<file path="src/rtl/irq_reg_pkg.sv">
package irq_reg_pkg;
  localparam int unsigned REG_W     = 8;
  localparam int unsigned NUM_SRC   = 3;
  localparam int unsigned FLAG_LSB  = 0;
  localparam int unsigned EN_LSB    = FLAG_LSB + NUM_SRC;
  localparam int unsigned GATE_B    = EN_LSB + NUM_SRC;
  localparam int unsigned GATE_A    = GATE_B + 1;
  // source index = flag bit = enable bit - EN_LSB
  localparam int unsigned SRC_CHG   = 0;
  localparam int unsigned SRC_EXT   = 1;
  localparam int unsigned SRC_TMR   = 2;
endpackage

</file>
<file path="src/rtl/irq_pin_sync.sv">
module irq_pin_sync #(
  parameter int unsigned WIDTH  = 4,
  parameter int unsigned STAGES = 2
) (
  input  logic             clk_i,
  input  logic             rst_ni,
  input  logic [WIDTH-1:0] d_i,
  output logic [WIDTH-1:0] q_o
);
  logic [WIDTH-1:0] stage_q [STAGES];

  for (genvar g = 0; g < STAGES; g++) begin : g_stage
    if (g == 0) begin : g_first
      always_ff @(posedge clk_i or negedge rst_ni)
        if (!rst_ni) stage_q[g] <= '0;
        else         stage_q[g] <= d_i;
    end else begin : g_next
      always_ff @(posedge clk_i or negedge rst_ni)
        if (!rst_ni) stage_q[g] <= '0;
        else         stage_q[g] <= stage_q[g-1];
    end
  end

  assign q_o = stage_q[STAGES-1];
endmodule

</file>
<file path="src/rtl/irq_change_det.sv">
module irq_change_det #(
  parameter int unsigned NUM_PINS    = 4,
  parameter int unsigned SYNC_STAGES = 2
) (
  input  logic                clk_i,
  input  logic                rst_ni,
  input  logic [NUM_PINS-1:0] pins_i,
  input  logic                load_i,
  output logic                chg_o
);
  logic [NUM_PINS-1:0] pins_s;
  logic [NUM_PINS-1:0] ref_q;

  irq_pin_sync #(.WIDTH(NUM_PINS), .STAGES(SYNC_STAGES)) i_sync (
    .clk_i (clk_i),
    .rst_ni(rst_ni),
    .d_i   (pins_i),
    .q_o   (pins_s)
  );

  always_ff @(posedge clk_i or negedge rst_ni)
    if (!rst_ni)     ref_q <= '0;
    else if (load_i) ref_q <= pins_s;

  assign chg_o = (pins_s != ref_q);
endmodule

</file>
<file path="src/rtl/irq_ctrl_bank.sv">
module irq_ctrl_bank #(
  parameter int unsigned REG_W   = 8,
  parameter int unsigned NUM_SRC = 3
) (
  input  logic               clk_i,
  input  logic               rst_ni,
  input  logic               wr_en_i,
  input  logic [REG_W-1:0]   wr_data_i,
  input  logic [NUM_SRC-1:0] set_i,
  output logic [REG_W-1:0]   ctrl_o
);
  logic [REG_W-1:0] ctrl_q, ctrl_d;

  always_comb begin
    ctrl_d = ctrl_q;
    if (wr_en_i) ctrl_d = wr_data_i;
    // hardware set applied after the write: events are never lost
    ctrl_d[NUM_SRC-1:0] = ctrl_d[NUM_SRC-1:0] | set_i;
  end

  always_ff @(posedge clk_i or negedge rst_ni)
    if (!rst_ni) ctrl_q <= '0;
    else         ctrl_q <= ctrl_d;

  assign ctrl_o = ctrl_q;
endmodule

</file>
<file path="src/rtl/irq_req_gen.sv">
module irq_req_gen
  import irq_reg_pkg::*;
(
  input  logic               prio_mode_i,
  input  logic [REG_W-1:0]   ctrl_i,
  input  logic [NUM_SRC-1:0] prio_sel_i,
  input  logic               periph_req_i,
  input  logic               periph_prio_i,
  output logic               irq_hi_o,
  output logic               irq_lo_o
);
  logic [NUM_SRC-1:0] active;
  logic               gate_a, gate_b;

  assign active = ctrl_i[FLAG_LSB +: NUM_SRC] & ctrl_i[EN_LSB +: NUM_SRC];
  assign gate_a = ctrl_i[GATE_A];
  assign gate_b = ctrl_i[GATE_B];

  always_comb begin
    if (!prio_mode_i) begin
      irq_hi_o = gate_a & ((|active) | (gate_b & periph_req_i));
      irq_lo_o = 1'b0;
    end else begin
      irq_hi_o = gate_a & ((|(active & prio_sel_i)) | (periph_req_i & periph_prio_i));
      irq_lo_o = gate_a & gate_b &
                 ((|(active & ~prio_sel_i)) | (periph_req_i & ~periph_prio_i));
    end
  end
endmodule

</file>
<file path="src/rtl/irq_ctrl_reg.sv">
module irq_ctrl_reg
  import irq_reg_pkg::*;
#(
  parameter int unsigned NUM_PINS    = 4,
  parameter int unsigned SYNC_STAGES = 2
) (
  input  logic                clk_i,
  input  logic                rst_ni,
  input  logic                prio_mode_i,
  input  logic                wr_en_i,
  input  logic [REG_W-1:0]    wr_data_i,
  input  logic                rd_en_i,
  output logic [REG_W-1:0]    rd_data_o,
  input  logic                tmr_ovf_i,
  input  logic                ext_evt_i,
  input  logic [NUM_PINS-1:0] port_pins_i,
  input  logic                port_rd_i,
  input  logic [NUM_SRC-1:0]  prio_sel_i,
  input  logic                periph_req_i,
  input  logic                periph_prio_i,
  output logic                irq_hi_o,
  output logic                irq_lo_o
);
  logic [REG_W-1:0]   ctrl_q;
  logic [NUM_SRC-1:0] src_evt;
  logic               chg_evt;

  irq_change_det #(.NUM_PINS(NUM_PINS), .SYNC_STAGES(SYNC_STAGES)) i_chg (
    .clk_i (clk_i),
    .rst_ni(rst_ni),
    .pins_i(port_pins_i),
    .load_i(port_rd_i),
    .chg_o (chg_evt)
  );

  always_comb begin
    src_evt          = '0;
    src_evt[SRC_TMR] = tmr_ovf_i;
    src_evt[SRC_EXT] = ext_evt_i;
    src_evt[SRC_CHG] = chg_evt;
  end

  irq_ctrl_bank #(.REG_W(REG_W), .NUM_SRC(NUM_SRC)) i_bank (
    .clk_i    (clk_i),
    .rst_ni   (rst_ni),
    .wr_en_i  (wr_en_i),
    .wr_data_i(wr_data_i),
    .set_i    (src_evt),
    .ctrl_o   (ctrl_q)
  );

  irq_req_gen i_req (
    .prio_mode_i  (prio_mode_i),
    .ctrl_i       (ctrl_q),
    .prio_sel_i   (prio_sel_i),
    .periph_req_i (periph_req_i),
    .periph_prio_i(periph_prio_i),
    .irq_hi_o     (irq_hi_o),
    .irq_lo_o     (irq_lo_o)
  );

  assign rd_data_o = rd_en_i ? ctrl_q : '0;
endmodule

</file>
<file path="config.mk">
export PLATFORM = sky130hd
export DESIGN_NAME = irq_ctrl_reg
export DESIGN_NICKNAME = d
export VERILOG_FILES = /design/src/rtl/irq_reg_pkg.sv /design/src/rtl/irq_pin_sync.sv /design/src/rtl/irq_change_det.sv /design/src/rtl/irq_ctrl_bank.sv /design/src/rtl/irq_req_gen.sv /design/src/rtl/irq_ctrl_reg.sv
export SDC_FILE = /design/constraint.sdc
export NUM_CORES = 1
export LEC_CHECK = 0
export ABC_AREA = 1
export BUFFER_PORTS_ARGS = -buffer_cell sky130_fd_sc_hd__clkbuf_2
export CAP_MARGIN = 20
export CORE_MARGIN = 3
export CORE_UTILIZATION = 50
export DETAILED_ROUTE_END_ITERATION = 8
export HOLD_SLACK_MARGIN = 0.06
export PLACE_DENSITY = 0.84
export SLEW_MARGIN = 20
export SYNTH_ARGS = -nofsm -noshare
export SYNTH_HDL_FRONTEND = slang
export SYNTH_SLANG_ARGS = --single-unit
</file>
<file path="constraint.sdc">
create_clock -name clk_i -period 3 [get_ports clk_i]
set_input_delay 0.6 -clock clk_i [delete_from_list [all_inputs] [get_ports clk_i]]
set_output_delay 0.6 -clock clk_i [all_outputs]
set_load 0.01 [all_outputs]
</file>
==> insert_results.sql, run 1 <==
INSERT INTO impl_metrics (metric_group, metric, value, unit) VALUES
('critical_path', 'critPathBufInv', '1', ''),
('place', 'dp_hpwl', '1390', 'µm'),
('layout', 'num-nets-final', '170', ''),
('yosys', 'syn_inst', '108', ''),
('global_route', 'global_route.overflow_total', '0', ''),
('sta', 'grt_setup_unrepaired', 'false', ''),
('layout', 'layout_area_growth_over_synthesis', '24.3', '%'),
('power_and_ir_drop', 'power.leakage', '0.665', 'nW'),
('layout', 'insertedDiodeCount', '0', ''),
('yosys', 'yosys_register_bits', '20', ''),
('floorplanning', 'design.die.area', '0.00231', 'mm²'),
('clock_network', 'clock_insertion_delay_worst_skew', '0.29', 'ns'),
('layout', 'final_area', '0.00110', 'mm²'),
('power_and_ir_drop', 'pwr_density_cell', '485', 'mW/mm²'),
('yosys', 'syn-cell-area', '885', 'µm²'),
('run_status', 'run_status', 'finished, final reports clean', ''),
('sta', 'timing.final.crit_share', '0.634', ''),
('route', 'num_vias', '779', ''),
('sta', 'crit_path_time_final', '1.90', 'ns'),
('sta', 'slew_hr', '0.683', ''),
('floorplanning', 'floorplan.die.height', '48.1', 'µm'),
('clock_network', 'cts_setup_buffers', '0', ''),
('route', 'drcViolationCount', '0', ''),
('clock_network', 'cts_tree', 'built', ''),
('route', 'finalWirelength', '1690', 'µm'),
('route', 'drt_first_pass_iters', '4', ''),
('sta', 'final-hold-violation-count', '0', ''),
('critical_path', 'critical_path_depth', '6', ''),
('global_route', 'gr-usage-met2', '0.280', ''),
('critical_path', 'cpLargestDelayFamily', 'simple AND/OR/NAND/NOR gates', ''),
('clock_network', 'h_tree_levels', '1', ''),
('global_route', 'first_global_vias', '623', ''),
('sta', 'max_slew.worst_pin.slew', '0.476', 'ns'),
('floorplanning', 'floorplan.initialDensity', '0.561', ''),
('critical_path', 'critPathKind', 'flip-flop to output pin', ''),
('clock_network', 'post_cts_hold_buffer_count', '0', ''),
('yosys', 'number_of_distinct_library_cell_variants_in_the_gate_level_netlist_after_synthesis', '15', ''),
('sta', 'achievable_clock_frequency', '526', 'MHz'),
('route', 'final_antenna_net_count', '0', ''),
('global_route', 'met1_usage', '0.198', ''),
('clock_network', 'tritoncts_num_sinks', '20', ''),
('global_route', 'grt_start_max_net_pins', '21', ''),
('place', 'postPlaceCellArea', '0.00106', 'mm²'),
('sta', 'setup_viol_count_final', '0', ''),
('route', 'routed_wire_length_per_instance', '10.5', 'µm'),
('yosys', 'synth-warning-count', '0', ''),
('route', 'dr.first_iter.drc_count', '16', ''),
('floorplanning', 'coreArea', '0.00158', 'mm²'),
('critical_path', 'critPathCaptureType', 'output pin', ''),
('layout', 'ratio_of_cells_with_drive_above_1_in_the_final_layout', '0.278', ''),
('worst_hold_path', 'hold_class', 'input pin to asynchronous set/reset pin', ''),
('sta', 'maxSlewViolCount', '0', ''),
('global_route', 'global_route_wire_length_before_repair', '2550', 'µm'),
('power_and_ir_drop', 'power.ir.vdd_worst', '0.000359', 'V'),
('global_route', 'gr_util_met3', '0.0338', ''),
('critical_path', 'signal_arrival_time_at_the_worst_endpoint', '1.30', 'ns'),
('run', 'cap_viol_max_count', '0', ''),
('critical_path', 'worst_r2r_path_depth', '3', ''),
('critical_path', 'cp.required', '2.40', 'ns'),
('global_route', 'busiest_layer', 'met2', ''),
('clock_network', 'clock_transition_at_the_register_clock_pins_on_the_worst_setup_and_hold_paths_after_cts', '0.11', 'ns'),
('route', 'route.detailed.vias_per_inst', '4.87', ''),
('yosys', 'avgSynthCellArea', '8.19', 'µm²'),
('critical_path', 'crit_fanout', '4', ''),
('critical_path', 'r2r-start', 'i_bank.ctrl_o[0]', ''),
('sta', 'fin_worst_skew', '0.00644', 'ns'),
('layout', 'layout.cells.non_filler', '160', ''),
('clock_network', 'cts_inserted_buffers', '3', ''),
('critical_path', 'setup.reg_to_reg.worst_slack', '2.06', 'ns'),
('sta', 'setup_tns', '0', 'ns'),
('global_route', 'grt_antenna_before_repair', '0', '');
[routing by layer]
| metal | share of wire | routed length [µm] |
|---|---|---|
| met1 | 0.44 | 742 |
| met2 | 0.49 | 825 |
| met3 | 0.055 | 92 |
| met4 | 0.015 | 25 |
| met5 | 0 | 0 |
[stage by stage]
stage          utilization  setup WS, ns  hold slack (ns)
2_1_floorplan            -          1.34            0.304
3_3_place_gp         0.675          1.18            0.331
3_5_place_dp         0.675          1.18            0.338
4_1_cts              0.698          1.08            0.244
5_1_grt              0.698         0.963            0.242
6_report             0.698          1.10            0.245
[cell families after synthesis]
group                     count (synthesis)  synth area share
and+or+nand+nor                          60             0.273
DFF                                      20             0.566
buffers and inverters                    18            0.0806
AOI/OAI and AO/OA                         6            0.0354
xor gates and xnor gates                  2            0.0198
muxes                                     2            0.0255
[report_power, final]
group          switching [mW]  leakage [nW]  internal, mW  total, mW
clock network          0.0735        0.0210        0.0738      0.147
registers              0.0140         0.231         0.288      0.302
logic                  0.0457         0.412        0.0380     0.0836
total                   0.133         0.665         0.400      0.533
[layout make-up]
class                   count  area (µm²)
clock buffers               4        36.3
fillers                   136         477
repair buffers             34         170
multi-input cells          70         313
well taps                  16        20.0
inverters                  16        60.1
flip-flops and latches     20         500
[registers in the layout, indices dropped and copies added, names as in the netlist]
name and flops:
i_chg.ref_q 4, i_chg.i_sync.stage_q 4, i_chg.i_sync.q_o 4, i_bank.ctrl_o 8
[placed cells by master (no fill, tap or decap)]
cell,instances
clkbuf_4,3
a21oi_1,2
o22ai_1,1
nand4_1,2
o21ai_0,3
clkbuf_8,1
or2_0,1
nand2_1,45
inv_1,16
clkbuf_2,34
nor2_1,7
dfrtp_1,20
or2_1,2
nand3_1,3
xnor2_1,2
mux2_2,2
[worst max-delay path by stage]
stage / startpoint / end / slack, ns
3_5_place_dp: prio_sel_i[1] / irq_lo_o / 1.18
5_1_grt: i_bank.ctrl_o[5] / irq_lo_o / 0.96
6_report: i_bank.ctrl_o[4] / irq_lo_o / 1.10
4_1_cts: i_bank.ctrl_o[4] / irq_lo_o / 1.08
3_3_place_gp: prio_sel_i[1] / irq_lo_o / 1.18
2_1_floorplan: prio_sel_i[1] / irq_lo_o / 1.34
[worst reg2reg max path, stage by stage, from the launching register on]
cell and delay, ns:
dfrtp_1 0.40, or2_0 0.22, o21ai_0 0.09, nand4_1 0.10
[synth_stat cells]
cell type	instances	share of area
nand2_1	45	0.19
dfrtp_1	20	0.57
inv_1	16	0.068
nor2_1	7	0.030
nand3_1	3	0.017
o21ai_0	3	0.017
a21oi_1	2	0.011
mux2_2	2	0.025
nand4_1	2	0.014
or2_1	2	0.014
xnor2_1	2	0.020
buf_4	1	0.0085
clkbuf_1	1	0.0042
o22ai_1	1	0.0071
or2_0	1	0.0071
Note: power is estimated with default switching activity, not from simulation.
==> run 2, diff against run 1 <==
Settings changed: CORE_UTILIZATION 50 to 42, PLACE_DENSITY 0.84 to 0.75.
Clock period 3 ns to 1.7 ns, I/O delays scaled along.
==> run 2 against run 1 <==
  * Clock power rose to 2.5 times the previous value
  * Power rose by 99%
  * Critical path depth did not move
  * Final area rose by 4.8%
  * Combinational power rose by 84%
  * First-iteration DRC count fell by 75%
  * Sequential share of layout area fell by 2.1 points
  * Worst hold slack got worse by 0.10 ns
  * Non-clock buffer count rose by 3
  * Die area rose by 17%
==> insert_results.sql, run 2 (synthesis gave the netlist of run 1 again) <==
INSERT INTO impl_metrics (metric_group, metric, value, unit) VALUES
('run_status', 'run_status', 'finished, final reports clean', ''),
('critical_path', 'worstSetupStartpointType', 'flip-flop', ''),
('floorplanning', 'num_io_pins', '35', ''),
('clock_network', 'cts_tree', 'built', ''),
('clock_network', 'clk_path_buf_depth', '2', ''),
('sta', 'crit_path_time_final', '1.64', 'ns'),
('layout', 'largest_reg_flops', '8', ''),
('critical_path', 'crit_fanout', '4', ''),
('floorplanning', 'design.die.area', '0.00269', 'mm²'),
('floorplanning', 'core.rowCount', '15', ''),
('critical_path', 'cp.required', '1.36', 'ns'),
('route', 'drcViolationCount', '0', ''),
('global_route', 'global_route.overflow_total', '0', ''),
('worst_hold_path', 'hold_class', 'input pin to flip-flop', ''),
('floorplanning', 'floorplan.die.height', '51.9', 'µm'),
('route', 'routed_wire_length_per_instance', '9.70', 'µm'),
('global_route', 'first_global_vias', '715', ''),
('floorplanning', 'die_x', '51.9', 'µm'),
('layout', 'most_common_library_cell_in_the_layout_ignoring_fill_and_taps', 'nand2_1', ''),
('critical_path', 'signal_arrival_time_at_the_worst_endpoint', '1.30', 'ns'),
('clock_network', 'tritoncts_num_sinks', '20', ''),
('place', 'io_buffers', '34', ''),
('place', 'postPlaceCellArea', '0.00107', 'mm²'),
('sta', 'max_slew.worst_pin.slew', '0.465', 'ns'),
('layout', 'num-nets-final', '173', ''),
('power_and_ir_drop', 'total_power', '1.06', 'mW'),
('clock_network', 'clock_transition_at_the_register_clock_pins_on_the_worst_setup_and_hold_paths_after_cts', '0.11', 'ns'),
('layout', 'final_area', '0.00115', 'mm²'),
('sta', 'maxSlewViolCount', '0', ''),
('clock_network', 'clock_insertion_delay_worst_skew', '0.29', 'ns'),
('critical_path', 'critPathCaptureType', 'output pin', ''),
('sta', 'hold_slack', '0.144', 'ns'),
('sta', 'achievable_clock_frequency', '611', 'MHz'),
('sta', 'timing.final.crit_share', '0.963', ''),
('clock_network', 'h_tree_levels', '1', ''),
('clock_network', 'cts_inserted_buffers', '3', ''),
('global_route', 'grt_start_max_net_pins', '21', ''),
('global_route', 'global_route_wire_length_before_repair', '2880', 'µm'),
('route', 'drt_first_pass_iters', '4', ''),
('sta', 'final-hold-violation-count', '0', ''),
('floorplanning', 'floorplan.initialDensity', '0.476', ''),
('power_and_ir_drop', 'power.ir.vdd_worst', '0.000666', 'V'),
('floorplanning', 'coreArea', '0.00186', 'mm²'),
('critical_path', 'critPathKind', 'flip-flop to output pin', ''),
('route', 'route.detailed.vias_per_inst', '4.51', ''),
('layout', 'ratio_of_cells_with_drive_above_1_in_the_final_layout', '0.286', ''),
('sta', 'setup_tns', '0', 'ns'),
('sta', 'grt_setup_unrepaired', 'true', ''),
('place', 'routabilityCongestion', '0.724', ''),
('route', 'dr.first_iter.drc_count', '4', ''),
('clock_network', 'root_buffer', 'clkbuf_4', ''),
('route', 'num_vias', '775', ''),
('global_route', 'grt_antenna_before_repair', '0', ''),
('layout', 'mostFrequentLayoutCells', '45 x nand2_1, 33 x clkbuf_2, 20 x dfrtp_1, 16 x inv_1, 7 x nor2_1', ''),
('sta', 'setup_viol_count_final', '0', ''),
('route', 'finalWirelength', '1670', 'µm'),
('sta', 'slew_hr', '0.690', ''),
('power_and_ir_drop', 'power.leakage', '0.686', 'nW'),
('layout', 'insertedDiodeCount', '0', ''),
('power_and_ir_drop', 'pwr_density_cell', '921', 'mW/mm²'),
('layout', 'filler_cell_count', '168', ''),
('route', 'final_antenna_net_count', '0', ''),
('place', 'dp_hpwl', '1360', 'µm'),
('layout', 'layout_area_growth_over_synthesis', '30.3', '%'),
('global_route', 'grt_usage', '0.142', ''),
('run', 'cap_viol_max_count', '0', ''),
('sta', 'fin_worst_skew', '0.00176', 'ns');
run 2: cell types whose count changed in the layout (fill, tap and decap cells not counted), sizes merged:
cell / before / now
buf: 0 / 3
bufinv: 0 / 1
clkbuf: 38 / 36
dlygate4sd3: 0 / 1
run 2: what timing repair did:
| action | in CTS | in global routing |
|---|---|---|
| gates resized for setup | 0 | 1 |
| setup endpoints to repair | 0 | 2 |
| hold buffers | 1 | 0 |
| endpoints found under the hold margin | 20 | 0 |
| setup buffers | 0 | 2 |
run 2: cell type report:
| cell class | count | area (µm²) | area share |
|---|---|---|---|
| Multi-Input combinational cell | 70 | 313 | 0.271 |
| Timing Repair Buffer | 37 | 195 | 0.169 |
| Tap cell | 25 | 31.3 | 0.0271 |
| Clock inverter | 1 | 30.0 | 0.0261 |
| Sequential cell | 20 | 500 | 0.434 |
| Inverter | 16 | 60.1 | 0.0521 |
| Clock buffer | 3 | 22.5 | 0.0195 |
run 2: metal layers:
metal | track usage | part of all wire | vias to the layer above
li1 | - | - | 402
met4 | 0.0655 | 0.0072 | 0
met2 | 0.241 | 0.49 | 26
met5 | 0 | 0 | -
met1 | 0.180 | 0.43 | 345
met3 | 0.0172 | 0.073 | 2
run 2: metrics by stage:
stage	cells	utilization	setup WS, ns
detailed placement	165	0.578	0.386
finish	172	0.620	0.0637
global route	172	0.620	-0.0296
floorplan	108	-	0.489
CTS	170	0.612	0.0413
global placement	165	0.578	0.406
run 2: final timing paths:
kind	startpoint	endpoint	slack, ns	depth (start not counted)
worst min register to register	i_chg.i_sync.stage_q[4]	i_chg.i_sync.q_o[0]	0.36	0
min in group asynchronous	rst_ni	i_chg.i_sync.q_o[1]	0.52	2
max in group asynchronous	rst_ni	i_bank.ctrl_o[4]	0.87	2
worst max-delay path	i_bank.ctrl_o[5]	irq_lo_o	0.06	6
worst max register to register	i_bank.ctrl_o[0]	i_bank.ctrl_o[0]	0.79	3
worst min-delay path	port_pins_i[2]	i_chg.i_sync.stage_q[6]	0.14	1
run 2: critical path, stage by stage, from the launching register on:
cell,delay [ns]
dfrtp_1,0.42
nand2_1,0.08
or2_1,0.21
nand2_1,0.06
nor2_1,0.04
nor2_1,0.08
buf_2,0.13
run 2: power by group:
group          internal, mW  switching (mW)
combinational        0.0734          0.0809
clock                 0.238           0.136
sequential            0.508          0.0245
==> run 3, diff against run 2 <==
Settings changed: GPL_TIMING_DRIVEN from default to 0.
==> run 3 against run 2 <==
  * First-iteration DRC count increased to 2.5 times the previous value
  * Worst setup slack worse by 0.012 ns
  * Combinational power barely moved
  * Sequential power barely moved
  * Flip-flop and latch count stayed put
  * Routed wire length decreased by 1.1%
==> insert_results.sql, run 3 (synthesis gave the netlist of run 1 again) <==
INSERT INTO impl_metrics (metric_group, metric, value, unit) VALUES
('route', 'finalWirelength', '1650', 'µm'),
('sta', 'worst_slack', '0.0512', 'ns'),
('power_and_ir_drop', 'p_comb_frac', '0.161', ''),
('sta', 'setup_viol_count_final', '0', ''),
('route', 'final_antenna_net_count', '0', ''),
('sta', 'crit_path_time_final', '1.65', 'ns'),
('global_route', 'grt_antenna_before_repair', '0', ''),
('layout', 'num-nets-final', '172', ''),
('critical_path', 'cp.required', '1.36', 'ns'),
('run_status', 'run_status', 'finished, final reports clean', ''),
('global_route', 'grt_start_max_net_pins', '21', ''),
('place', 'postPlaceCellArea', '0.00108', 'mm²'),
('global_route', 'global_route.overflow_total', '0', ''),
('critical_path', 'crit_fanout', '4', ''),
('floorplanning', 'die_x', '51.9', 'µm'),
('layout', 'layout_area_growth_over_synthesis', '28.0', '%'),
('sta', 'final-hold-violation-count', '0', ''),
('power_and_ir_drop', 'pwr_density_cell', '839', 'mW/mm²'),
('route', 'route.detailed.vias_per_inst', '4.63', ''),
('route', 'drcViolationCount', '0', ''),
('layout', 'core_utilization_of_the_finished_layout', '0.609', ''),
('clock_network', 'tritoncts_num_sinks', '20', ''),
('critical_path', 'startpoint', 'i_bank.ctrl_o[5]', ''),
('power_and_ir_drop', 'internal-power', '710', 'µW'),
('global_route', 'first_global_vias', '718', ''),
('global_route', 'grt_usage', '0.142', ''),
('sta', 'fin_worst_skew', '0.00551', 'ns'),
('clock_network', 'clock_transition_at_the_register_clock_pins_on_the_worst_setup_and_hold_paths_after_cts', '0.11', 'ns'),
('clock_network', 'clock_insertion_delay_worst_skew', '0.29', 'ns'),
('critical_path', 'r2r-start', 'i_bank.ctrl_o[0]', ''),
('place', 'io_buffers', '32', ''),
('floorplanning', 'coreArea', '0.00186', 'mm²'),
('layout', 'largest_reg_flops', '8', ''),
('layout', 'most_common_library_cell_in_the_layout_ignoring_fill_and_taps', 'nand2_1', ''),
('layout', 'final_area', '0.00113', 'mm²'),
('power_and_ir_drop', 'p_switching', '239', 'µW'),
('sta', 'grt_setup_unrepaired', 'true', ''),
('sta', 'max_slew.worst_pin.slew', '0.472', 'ns'),
('sta', 'slew_hr', '0.686', ''),
('run', 'cap_viol_max_count', '0', ''),
('clock_network', 'cts_tree', 'built', ''),
('clock_network', 'h_tree_levels', '1', ''),
('power_and_ir_drop', 'power.leakage', '0.672', 'nW'),
('route', 'num_vias', '791', ''),
('place', 'routabilityCongestion', '0.715', ''),
('clock_network', 'root_buffer', 'clkbuf_4', ''),
('power_and_ir_drop', 'sequentialPowerShare', '0.561', ''),
('critical_path', 'worstPathCellList', 'nand2_1 -> or2_1 -> nand2_1 -> nor2_1 -> nor2_1 -> buf_2', ''),
('layout', 'ratio_of_cells_with_drive_above_1_in_the_final_layout', '0.281', ''),
('worst_hold_path', 'holdCritStartpoint', 'port_pins_i[2]', ''),
('power_and_ir_drop', 'power.ir.vdd_worst', '0.000604', 'V'),
('sta', 'achievable_clock_frequency', '607', 'MHz'),
('place', 'dp_hpwl', '1350', 'µm'),
('critical_path', 'critPathCaptureType', 'output pin', ''),
('floorplanning', 'num_io_pins', '35', ''),
('floorplanning', 'floorplan.die.height', '51.9', 'µm'),
('route', 'dr.first_iter.drc_count', '10', ''),
('critical_path', 'critPathKind', 'flip-flop to output pin', ''),
('layout', 'insertedDiodeCount', '0', ''),
('global_route', 'global_route_wire_length_before_repair', '2900', 'µm'),
('route', 'routed_wire_length_per_instance', '9.65', 'µm'),
('floorplanning', 'core.rowCount', '15', ''),
('place', 'worst_setup_timing_slack_at_the_placement_stage', '0.376', 'ns'),
('critical_path', 'worstSetupStartpointType', 'flip-flop', ''),
('clock_network', 'clk_path_buf_depth', '2', ''),
('critical_path', 'timing.critical_path.slowest_cell_delay', '0.42', 'ns'),
('floorplanning', 'floorplan.initialDensity', '0.476', ''),
('worst_hold_path', 'hold_class', 'input pin to flip-flop', ''),
('layout', 'mostFrequentLayoutCells', '44 x nand2_1, 31 x clkbuf_2, 20 x dfrtp_1, 16 x inv_1, 7 x nor2_1', ''),
('critical_path', 'cpMaxStageDelayCell', 'dfrtp_1', ''),
('clock_network', 'cts_inserted_buffers', '3', ''),
('sta', 'timing.final.crit_share', '0.970', ''),
('sta', 'maxSlewViolCount', '0', ''),
('critical_path', 'signal_arrival_time_at_the_worst_endpoint', '1.31', 'ns'),
('power_and_ir_drop', 'clock_power_share', '0.278', ''),
('route', 'drt_first_pass_iters', '4', ''),
('power_and_ir_drop', 'power.share.switching', '0.252', ''),
('floorplanning', 'design.die.area', '0.00269', 'mm²');
## run 3: what timing repair did
item	CTS	global route
setup buffers	0	1
hold buffers	1	0
endpoints found under the hold margin	20	0
resized for setup	0	2
setup endpoints to repair	0	2
## run 3: cell type report
type                            instances  area, µm²
Inverter                               16       60.1
Clock buffer                            4       36.3
Tap cell                               25       31.3
Timing Repair Buffer                   34        178
Multi-Input combinational cell         70        315
Fill cell                             181        726
Buffer                                  2       11.3
Sequential cell                        20        500
## run 3: power groups by stage
stage	combinational, mW	sequential [mW]	clock (mW)
floorplan	0.0846	0.536	0
global placement	0.144	0.540	0
detailed placement	0.150	0.542	0
CTS	0.152	0.533	0.275
global route	0.178	0.538	0.294
finish	0.153	0.533	0.264
## run 3: worst paths after layout
check	to	slack (ns)	cells past startpoint
setup / recovery	irq_lo_o	0.05	6
hold / removal	i_chg.i_sync.stage_q[6]	0.14	1
setup reg to reg	i_bank.ctrl_o[0]	0.80	3
hold reg to reg	i_chg.i_sync.q_o[0]	0.36	0
max in group asynchronous	i_chg.i_sync.q_o[0]	0.85	2
min in group asynchronous	i_chg.i_sync.stage_q[6]	0.53	2
## run 3: routing by layer
layer	GRT usage	up-vias	wire length [µm]
li1	-	401	-
met1	0.187	366	709
met2	0.245	22	828
met3	0.0172	2	107
met4	0.0393	0	6
met5	0	-	0
## run 3: worst max-delay path: cells and delay by family (launching register included)
kind	cells	cell delay, ns
and+or+nand+nor	5	0.47
buffers and inverters	1	0.13
DFF	1	0.42
## run 3: per-stage QoR
step / power, mW / TNS [ns] / std cells / hold slack (ns)
floorplan: 0.620 / 0 / 108 / 0.0444
global placement: 0.684 / 0 / 165 / 0.313
detailed placement: 0.692 / 0 / 165 / 0.323
CTS: 0.959 / 0 / 170 / 0.139
global route: 1.01 / -0.0311 / 171 / 0.135
finish: 0.950 / 0 / 171 / 0.145
